[config.mk]
export PLATFORM = sky130hd
export DESIGN_NAME = squelch_gate
export DESIGN_NICKNAME = d
export VERILOG_FILES = /design/src/rtl/squelch_gate.sv
export SDC_FILE = /design/constraint.sdc
export NUM_CORES = 1
export LEC_CHECK = 0
export BUFFER_PORTS_ARGS = -buffer_cell sky130_fd_sc_hd__buf_2
export CAP_MARGIN = 15
export CELL_PAD_IN_SITES_DETAIL_PLACEMENT = 0
export CELL_PAD_IN_SITES_GLOBAL_PLACEMENT = 1
export CORE_ASPECT_RATIO = 2
export CORE_UTILIZATION = 35
export CTS_CLUSTER_DIAMETER = 50
export DETAILED_ROUTE_END_ITERATION = 10
export GPL_ROUTABILITY_DRIVEN = 0
export HOLD_SLACK_MARGIN = 0.1
export PLACE_DENSITY = 0.83
export SLEW_MARGIN = 20
export SYNTH_ARGS = -nofsm -noshare
export SYNTH_HDL_FRONTEND = slang
export SYNTH_SLANG_ARGS = --single-unit
[constraint.sdc]
create_clock -name clk -period 1.9 [get_ports clk]
set_clock_uncertainty 0.05 [all_clocks]
set_input_delay 0.095 -clock clk [delete_from_list [all_inputs] [get_ports clk]]
set_output_delay 0.095 -clock clk [all_outputs]
set_load 0.005 [all_outputs]
[src/rtl/squelch_gate.sv]
module squelch_gate #(
  parameter int SAMPLE_W     = 16,
  parameter int THRESH_W     = 8,
  parameter int HOLD_SAMPLES = 200
) (
  input  logic                clk,
  input  logic                rst_n,
  input  logic [SAMPLE_W-1:0] in_sample,
  input  logic                in_valid,
  input  logic [THRESH_W-1:0] threshold,
  output logic [SAMPLE_W-1:0] out_sample,
  output logic                out_valid,
  output logic                squelch_on
);
  localparam int CNT_W = $clog2(HOLD_SAMPLES + 1);
  localparam logic [CNT_W-1:0] CNT_MAX = CNT_W'(HOLD_SAMPLES);
  localparam logic [SAMPLE_W-1:0] MIN_NEG = {1'b1, {(SAMPLE_W-1){1'b0}}};

  logic [CNT_W-1:0]    run_cnt;
  logic [SAMPLE_W-1:0] mag;
  logic                quiet;
  logic [CNT_W-1:0]    run_next;
  logic                gate;

  assign mag = !in_sample[SAMPLE_W-1] ? in_sample :
               (in_sample == MIN_NEG) ? ~MIN_NEG : (~in_sample + 1'b1);
  assign quiet    = mag < SAMPLE_W'(threshold);
  assign run_next = !quiet ? '0 : (run_cnt == CNT_MAX) ? run_cnt : run_cnt + 1'b1;
  assign gate     = quiet && (run_next == CNT_MAX);

  always_ff @(posedge clk or negedge rst_n) begin
    if (!rst_n) begin
      run_cnt    <= '0;
      out_sample <= '0;
      out_valid  <= 1'b0;
      squelch_on <= 1'b0;
    end else begin
      out_valid <= in_valid;
      if (in_valid) begin
        run_cnt    <= run_next;
        out_sample <= gate ? '0 : in_sample;
        squelch_on <= gate;
      end
    end
  end

  assert_valid_latency_R2: assert property (@(posedge clk) disable iff (!rst_n)
    in_valid |=> out_valid);
  assert_idle_no_output_R2: assert property (@(posedge clk) disable iff (!rst_n)
    !in_valid |=> !out_valid);
  assert_zero_when_squelched_R4: assert property (@(posedge clk) disable iff (!rst_n)
    squelch_on |-> out_sample == '0);
  assert_loud_passes_R5: assert property (@(posedge clk) disable iff (!rst_n)
    (in_valid && !quiet) |=> (!squelch_on && out_sample == $past(in_sample)));
  assert_idle_holds_count_R6: assert property (@(posedge clk) disable iff (!rst_n)
    !in_valid |=> $stable(run_cnt));
  assert_count_bounded_R8: assert property (@(posedge clk) disable iff (!rst_n)
    run_cnt <= CNT_MAX);
endmodule

==> results.tsv, run 1 <==
stage	metric	value	unit
timing	finalSetupViolCount	25	
timing	tightestPinTransition	0.652	ns
synth	yosysWarnings	0	
synth	syn_area	2010	um^2
cells_and_area	nFillCells	472	
setup_path	path_max_fanout	8	
cells_and_area	fin_cells	400	
cells_and_area	final_net_count	378	
timing	max_freq	330	MHz
synth	syn_avg_cell_area	8.66	um^2
synth	synth-edff-count	0	
floorplan	core_area	5470	um^2
cells_and_area	n_antenna_cell	0	
synth	yosys_most_used_dff	dfrtp_1	
drt	routed_wl	6.97	mm
grt	track_usage	0.231	
timing	hold_viol	0	
clock_network	cts_buffer_depth	2	
drt	vias_per_cell	5.61	
synth	synthMostInstantiatedCell	nor2_1	
grt	grt_overflow	0	
timing	worst_slack	-1.13	ns
grt	grt_pass1_vias	2400	
grt	antenna_found_initial	0	
place	dp_hpwl	5.09	mm
synth	synthTopCellsByCount	28 x nor2_1, 26 x dfrtp_1, 19 x mux2i_1	
status	status	complete, but fails checks	
hold_path	hp-class	input port to flip-flop	
drt	vias	2242	
clock_network	clkSinkCount	26	
synth	synth_top_cell_area_share	0.324	
power	peakVddDrop	0.000530	V
timing	finalCritPeriodShare	1.59	
synth	yosys-top-cells-area	dfrtp_1 32%, mux2i_1 9.5%, ha_1 6.2%	
drt	dr.pass1.iters	4	
timing	relSlewSlack	0.565	
status	violations	setup timing	
power	power_density	486	nW/um^2
grt	grt_max_degree	27	
drt	drc	0	
floorplan	start_util	0.367	
power	p_leak	1.53	nW
synth	synth-seq-area-share	0.324	
floorplan	boundaryPins	45	
timing	tns	-26.13	ns
setup_path	cp-start-kind	input port	
synth	async_flop_share	1.00	
drt	drt_iter0_markers	42	
cells_and_area	drive_above_1_share	0.488	
setup_path	cp.arrival	3.15	ns
floorplan	num_rows	38	
clock_network	htreeDepth	1	
clock_network	clk_pin_slew	0.10	ns
synth	synthDistinctLibCells	59	
synth	ys_ff_latch	26	
setup_path	cpPeakStageDelay	0.47	ns
drt	avgRoutedWirePerCell	17.4	um
setup_path	worstPathRequired	2.03	ns
drt	ant_nets	0	
clock_network	cts_made_buffers	3	
place	dp_cells	382	
flow_run	drv_cap	0	
cells_and_area	fin_area	3210	um^2
setup_path	cp_cell_sequence	buf_12, inv_12, ha_4, nor4b_4, nand4_1, or3_4, buf_6, nand2_4, ha_4, a211o_1, nor3b_2, o31a_1, o21ai_2, nor4_4, buf_6, clkbuf_16, nor2_2	
place	placed_cell_area	2780	um^2
clock_network	cts-root-buf	clkbuf_8	
floorplan	die_area	6060	um^2
timing	rsz0062_at_grt	yes	
timing	fin_crit	3.03	ns
place	io_buffers	44	
timing	slew_viol_final	0	
synth	syn_inst	232	
clock_network	cts_tree	built	
clock_network	clk_latency	0.28	ns
setup_path	slowest_stage	or3_4	
floorplan	die_x	55.6	um
setup_path	worstSetupPathType	input port to flip-flop	
synth	syn_nets	269	
cells_and_area	syn2layout_area_growth	59.8	%
setup_path	endpoint_kind	flip-flop	
floorplan	chipHeight	109	um
grt	grt_pass1_wl	10.8	mm
synth	synth_top_cell_by_area	dfrtp_1	
## registers in the layout, summed over array words and instances, names as in the netlist
register / cells
run_cnt: 8
out_valid: 1
out_sample: 16
squelch_on: 1
## per-stage QoR
stage	util	worst slack [ns]	power, mW	hold slack, ns
2_1_floorplan	-	-1.29	0.809	-0.251
6_report	0.587	-1.13	1.56	0.158
3_3_place_gp	0.508	-1.44	1.01	0.0904
5_1_grt	0.587	-1.20	1.63	0.165
4_1_cts	0.564	-1.06	1.53	0.142
3_5_place_dp	0.508	-1.50	1.02	0.105
## per-layer routing
metal	track usage	routed length, um	up-vias
met3	0.0190	154	39
met4	0.161	454	0
met2	0.491	4180	66
met1	0.187	2180	1082
li1	-	-	1055
met5	0	0	-
## layout make-up
class	count	area (um^2)	area share
Clock buffer	3	41.3	0.0129
Clock inverter	1	30.0	0.00936
Inverter	17	78.8	0.0246
Multi-Input combinational cell	177	1480	0.460
Sequential cell	26	651	0.203
Tap cell	60	75.1	0.0234
Timing Repair Buffer	116	857	0.267
## layout by cell type, fill, tap and decap left out, types with 2 or more instances in the layout
| cell | instances |
|---|---|
| nand4_1 | 8 |
| o211ai_1 | 3 |
| o2bb2ai_2 | 2 |
| buf_12 | 3 |
| buf_4 | 63 |
| nor4bb_1 | 2 |
| o31ai_1 | 2 |
| or3_4 | 2 |
| nand2_1 | 13 |
| clkbuf_8 | 3 |
| nand3_1 | 5 |
| ha_1 | 7 |
| xor2_1 | 5 |
| mux2i_1 | 19 |
| nor2_2 | 7 |
| and3b_1 | 2 |
| inv_1 | 14 |
| nor3_1 | 7 |
| nand2b_1 | 3 |
| nor2_4 | 8 |
| o21bai_1 | 2 |
| nor2_1 | 13 |
| xnor2_1 | 2 |
| nand2_4 | 2 |
| nor2b_1 | 3 |
| dfrtp_1 | 26 |
| a21oi_1 | 5 |
| a31oi_1 | 2 |
| and3_1 | 2 |
| ha_4 | 3 |
| nor4_1 | 3 |
| buf_6 | 7 |
| nor3_2 | 2 |
| nor3b_1 | 2 |
| o21ai_1 | 2 |
| o21ai_0 | 6 |
| dlygate4sd3_1 | 2 |
| buf_2 | 40 |
## where the power goes
part / switching, mW / internal [mW] / leakage, nW
registers: 0.0221 / 0.589 / 0.324
clock network: 0.197 / 0.283 / 0.0357
logic: 0.235 / 0.234 / 1.17
## worst paths after layout
kind                              start        endpoint  slack [ns]  cells after the start
setup / recovery           in_sample[1]   out_sample[0]       -1.13                     17
hold / removal                 in_valid      run_cnt[5]        0.16                      2
setup reg to reg             run_cnt[0]   out_sample[0]       -0.36                     10
hold reg to reg              squelch_on      squelch_on        0.49                      1
max in group asynchronous         rst_n   out_sample[9]        1.06                      2
min in group asynchronous         rst_n  out_sample[12]        0.31                      2
## cell families after synthesis
family          after synthesis  synth area share
mux                          19            0.0947
buf+inv                      29            0.0629
simple gates                 98             0.275
xor+xnor                      7            0.0305
flops                        26             0.324
compound gates               43             0.151
fa+ha+maj                    10            0.0623
## worst max-delay path: cells and delay by family
family,cells,cell delay [ns]
buffers and inverters,5,0.65
and+or+nand+nor,7,1.46
AOI/OAI and AO/OA,3,0.62
adders and majority gates,2,0.31
## timing repair
item                                   in CTS  in global routing
hold buffers                                2                  0
pin swaps                                  20                 21
endpoints found under the hold margin      27                  0
resized for setup                          28                 35
cloned                                      1                  1
setup endpoints to repair                  25                 25
buffers inserted                           12                  2
Power figures use the tool's default switching activity.
==> inputs of run 2 (changes only) <==
- CORE_UTILIZATION: 35 -> 36
- PLACE_DENSITY: 0.83 -> 0.84
- RECOVER_POWER: unset -> 25
==> results.tsv, run 2 (synthesis gave the netlist of run 1 again) <==
stage	metric	value	unit
status	status	complete, but fails checks	
status	violations	setup timing	
timing	slew_viol_final	0	
setup_path	critPathLaunch	in_sample[1]	
drt	vias_per_cell	5.39	
power	peakVddDrop	0.000677	V
cells_and_area	regMostFlops	out_sample	
timing	worst_slack	-1.10	ns
clock_network	cts_made_buffers	3	
drt	ant_nets	0	
grt	grt_overflow	0	
cells_and_area	final_net_count	376	
drt	avgRoutedWirePerCell	15.8	um
timing	finalCritPeriodShare	1.58	
timing	relSlewSlack	0.550	
setup_path	worstPathRequired	2.02	ns
grt	antenna_found_initial	0	
timing	rsz0062_at_grt	yes	
floorplan	num_rows	38	
clock_network	cts_tree	built	
floorplan	chipHeight	108	um
setup_path	cp-start-kind	input port	
drt	drt_iter0_markers	30	
power	p_leak	1.50	nW
timing	hold_viol	0	
power	power_density	495	nW/um^2
floorplan	start_util	0.374	
cells_and_area	syn2layout_area_growth	52.3	%
clock_network	cts_buffer_depth	2	
place	dp_hpwl	4.99	mm
setup_path	path_max_fanout	5	
cells_and_area	n_antenna_cell	0	
hold_path	hp-class	input port to flip-flop	
timing	max_freq	333	MHz
cells_and_area	nFillCells	476	
cells_and_area	fin_cells	398	
place	io_buffers	44	
setup_path	reg2reg_from	run_cnt[0]	
floorplan	die_x	54.8	um
cells_and_area	top_regs	out_sample (16), run_cnt (8)	
grt	grt_max_degree	27	
drt	vias	2147	
flow_run	drv_cap	0	
cells_and_area	fin_area	3060	um^2
timing	fin_crit	3.00	ns
timing	finalSetupViolCount	25	
setup_path	timing.rr.end	squelch_on	
setup_path	endpoint_kind	flip-flop	
drt	drc	0	
grt	grt_pass1_vias	2214	
setup_path	endpoint	out_sample[5]	
cells_and_area	drive_above_1_share	0.444	
grt	grt_pass1_wl	10.1	mm
place	dp_cells	387	
floorplan	die_area	5900	um^2
drt	dr.pass1.iters	4	
power	total_power	1.51	mW
place	placed_cell_area	2800	um^2
setup_path	worst_r2r_path_depth	10	
grt	track_usage	0.240	
clock_network	clk_pin_slew	0.09	ns
setup_path	worstSetupPathType	input port to flip-flop	
cells_and_area	final_cell_mix	67 x buf_4, 40 x buf_2, 26 x dfrtp_1, 24 x nor2_1, 19 x mux2i_1	
setup_path	reg2reg_slack	-0.39	ns
floorplan	boundaryPins	45	
timing	tightestPinTransition	0.675	ns
setup_path	cp.arrival	3.12	ns
clock_network	clkSinkCount	26	
drt	routed_wl	6.29	mm
clock_network	htreeDepth	1	
clock_network	cts-root-buf	clkbuf_8	
cells_and_area	largest_register_ffs	16	
clock_network	clk_latency	0.27	ns
floorplan	core_area	5370	um^2
cells_and_area	final_common_cell	buf_4	
==> run 2: cell types whose count changed in the layout (fill, tap and decap cells not counted), moves of 2 or more <==
cell | before | now
buf_12 | 3 | 1
nor2_4 | 8 | 1
nor2_1 | 13 | 24
o2bb2ai_1 | 0 | 2
buf_4 | 63 | 67
buf_6 | 7 | 2
nor2_2 | 7 | 3
o2bb2ai_2 | 2 | 0
==> run 2: power breakdown <==
part	total, mW	switching [mW]	leakage (nW)	internal, mW
Sequential	0.608	0.0197	0.324	0.588
Combinational	0.436	0.216	1.14	0.220
Clock	0.468	0.186	0.0357	0.282
==> run 2: what timing repair did <==
| item | 4_1_cts | 5_1_grt |
|---|---|---|
| buffers inserted | 3 | 2 |
| endpoints found under the setup margin | 25 | 25 |
| hold buffers | 1 | 0 |
| gates cloned | 1 | 1 |
| pin swaps | 9 | 7 |
| resized for setup | 17 | 15 |
| endpoints found under the hold margin | 26 | 0 |
==> run 2: metrics by stage <==
stage	TNS [ns]	util	setup WS, ns	hold WS [ns]
global route	-29.47	0.569	-1.27	0.175
detailed placement	-36.83	0.522	-1.59	0.0936
global placement	-34.88	0.522	-1.50	0.0791
finish	-25.14	0.569	-1.10	0.168
CTS	-24.17	0.560	-1.08	0.164
floorplan	-27.23	-	-1.29	-0.251
==> run 2: final cells by class <==
type	instances	area [um^2]	share of cell area
Clock inverter	1	30.0	0.00982
Multi-Input combinational cell	177	1380	0.452
Sequential cell	26	651	0.213
Clock buffer	3	41.3	0.0135
Inverter	17	78.8	0.0258
Timing Repair Buffer	114	801	0.262
Tap cell	60	75.1	0.0245
==> run 2: worst min-delay path by stage <==
stage                        startpoint        endpoint  slack [ns]  depth (start not counted)
final                     in_sample[13]  out_sample[13]        0.17                          4
after floorplan                   rst_n   out_sample[0]       -0.25                          0
after CTS                  in_sample[5]   out_sample[5]        0.16                          4
after global placement            rst_n      run_cnt[1]        0.08                          1
after detailed placement          rst_n  out_sample[13]        0.09                          1
after global routing       in_sample[9]   out_sample[9]        0.17                          4
==> run 2: worst max-delay path: stages <==
cell	delay (ns)
buf_12	0.11
inv_12	0.04
ha_4	0.12
nor4b_4	0.20
nand4_1	0.17
or3_4	0.47
nand2_4	0.09
ha_4	0.20
a211oi_2	0.17
nor2_1	0.07
nor3_2	0.23
or4bb_4	0.51
nor4_4	0.28
buf_4	0.18
buf_8	0.13
nor2_1	0.05
==> run 2: per-layer routing <==
metal / GRT usage / wire [um]
met1: 0.209 / 2010
met2: 0.447 / 3710
met3: 0.0226 / 100
met4: 0.183 / 478
met5: 0 / 0
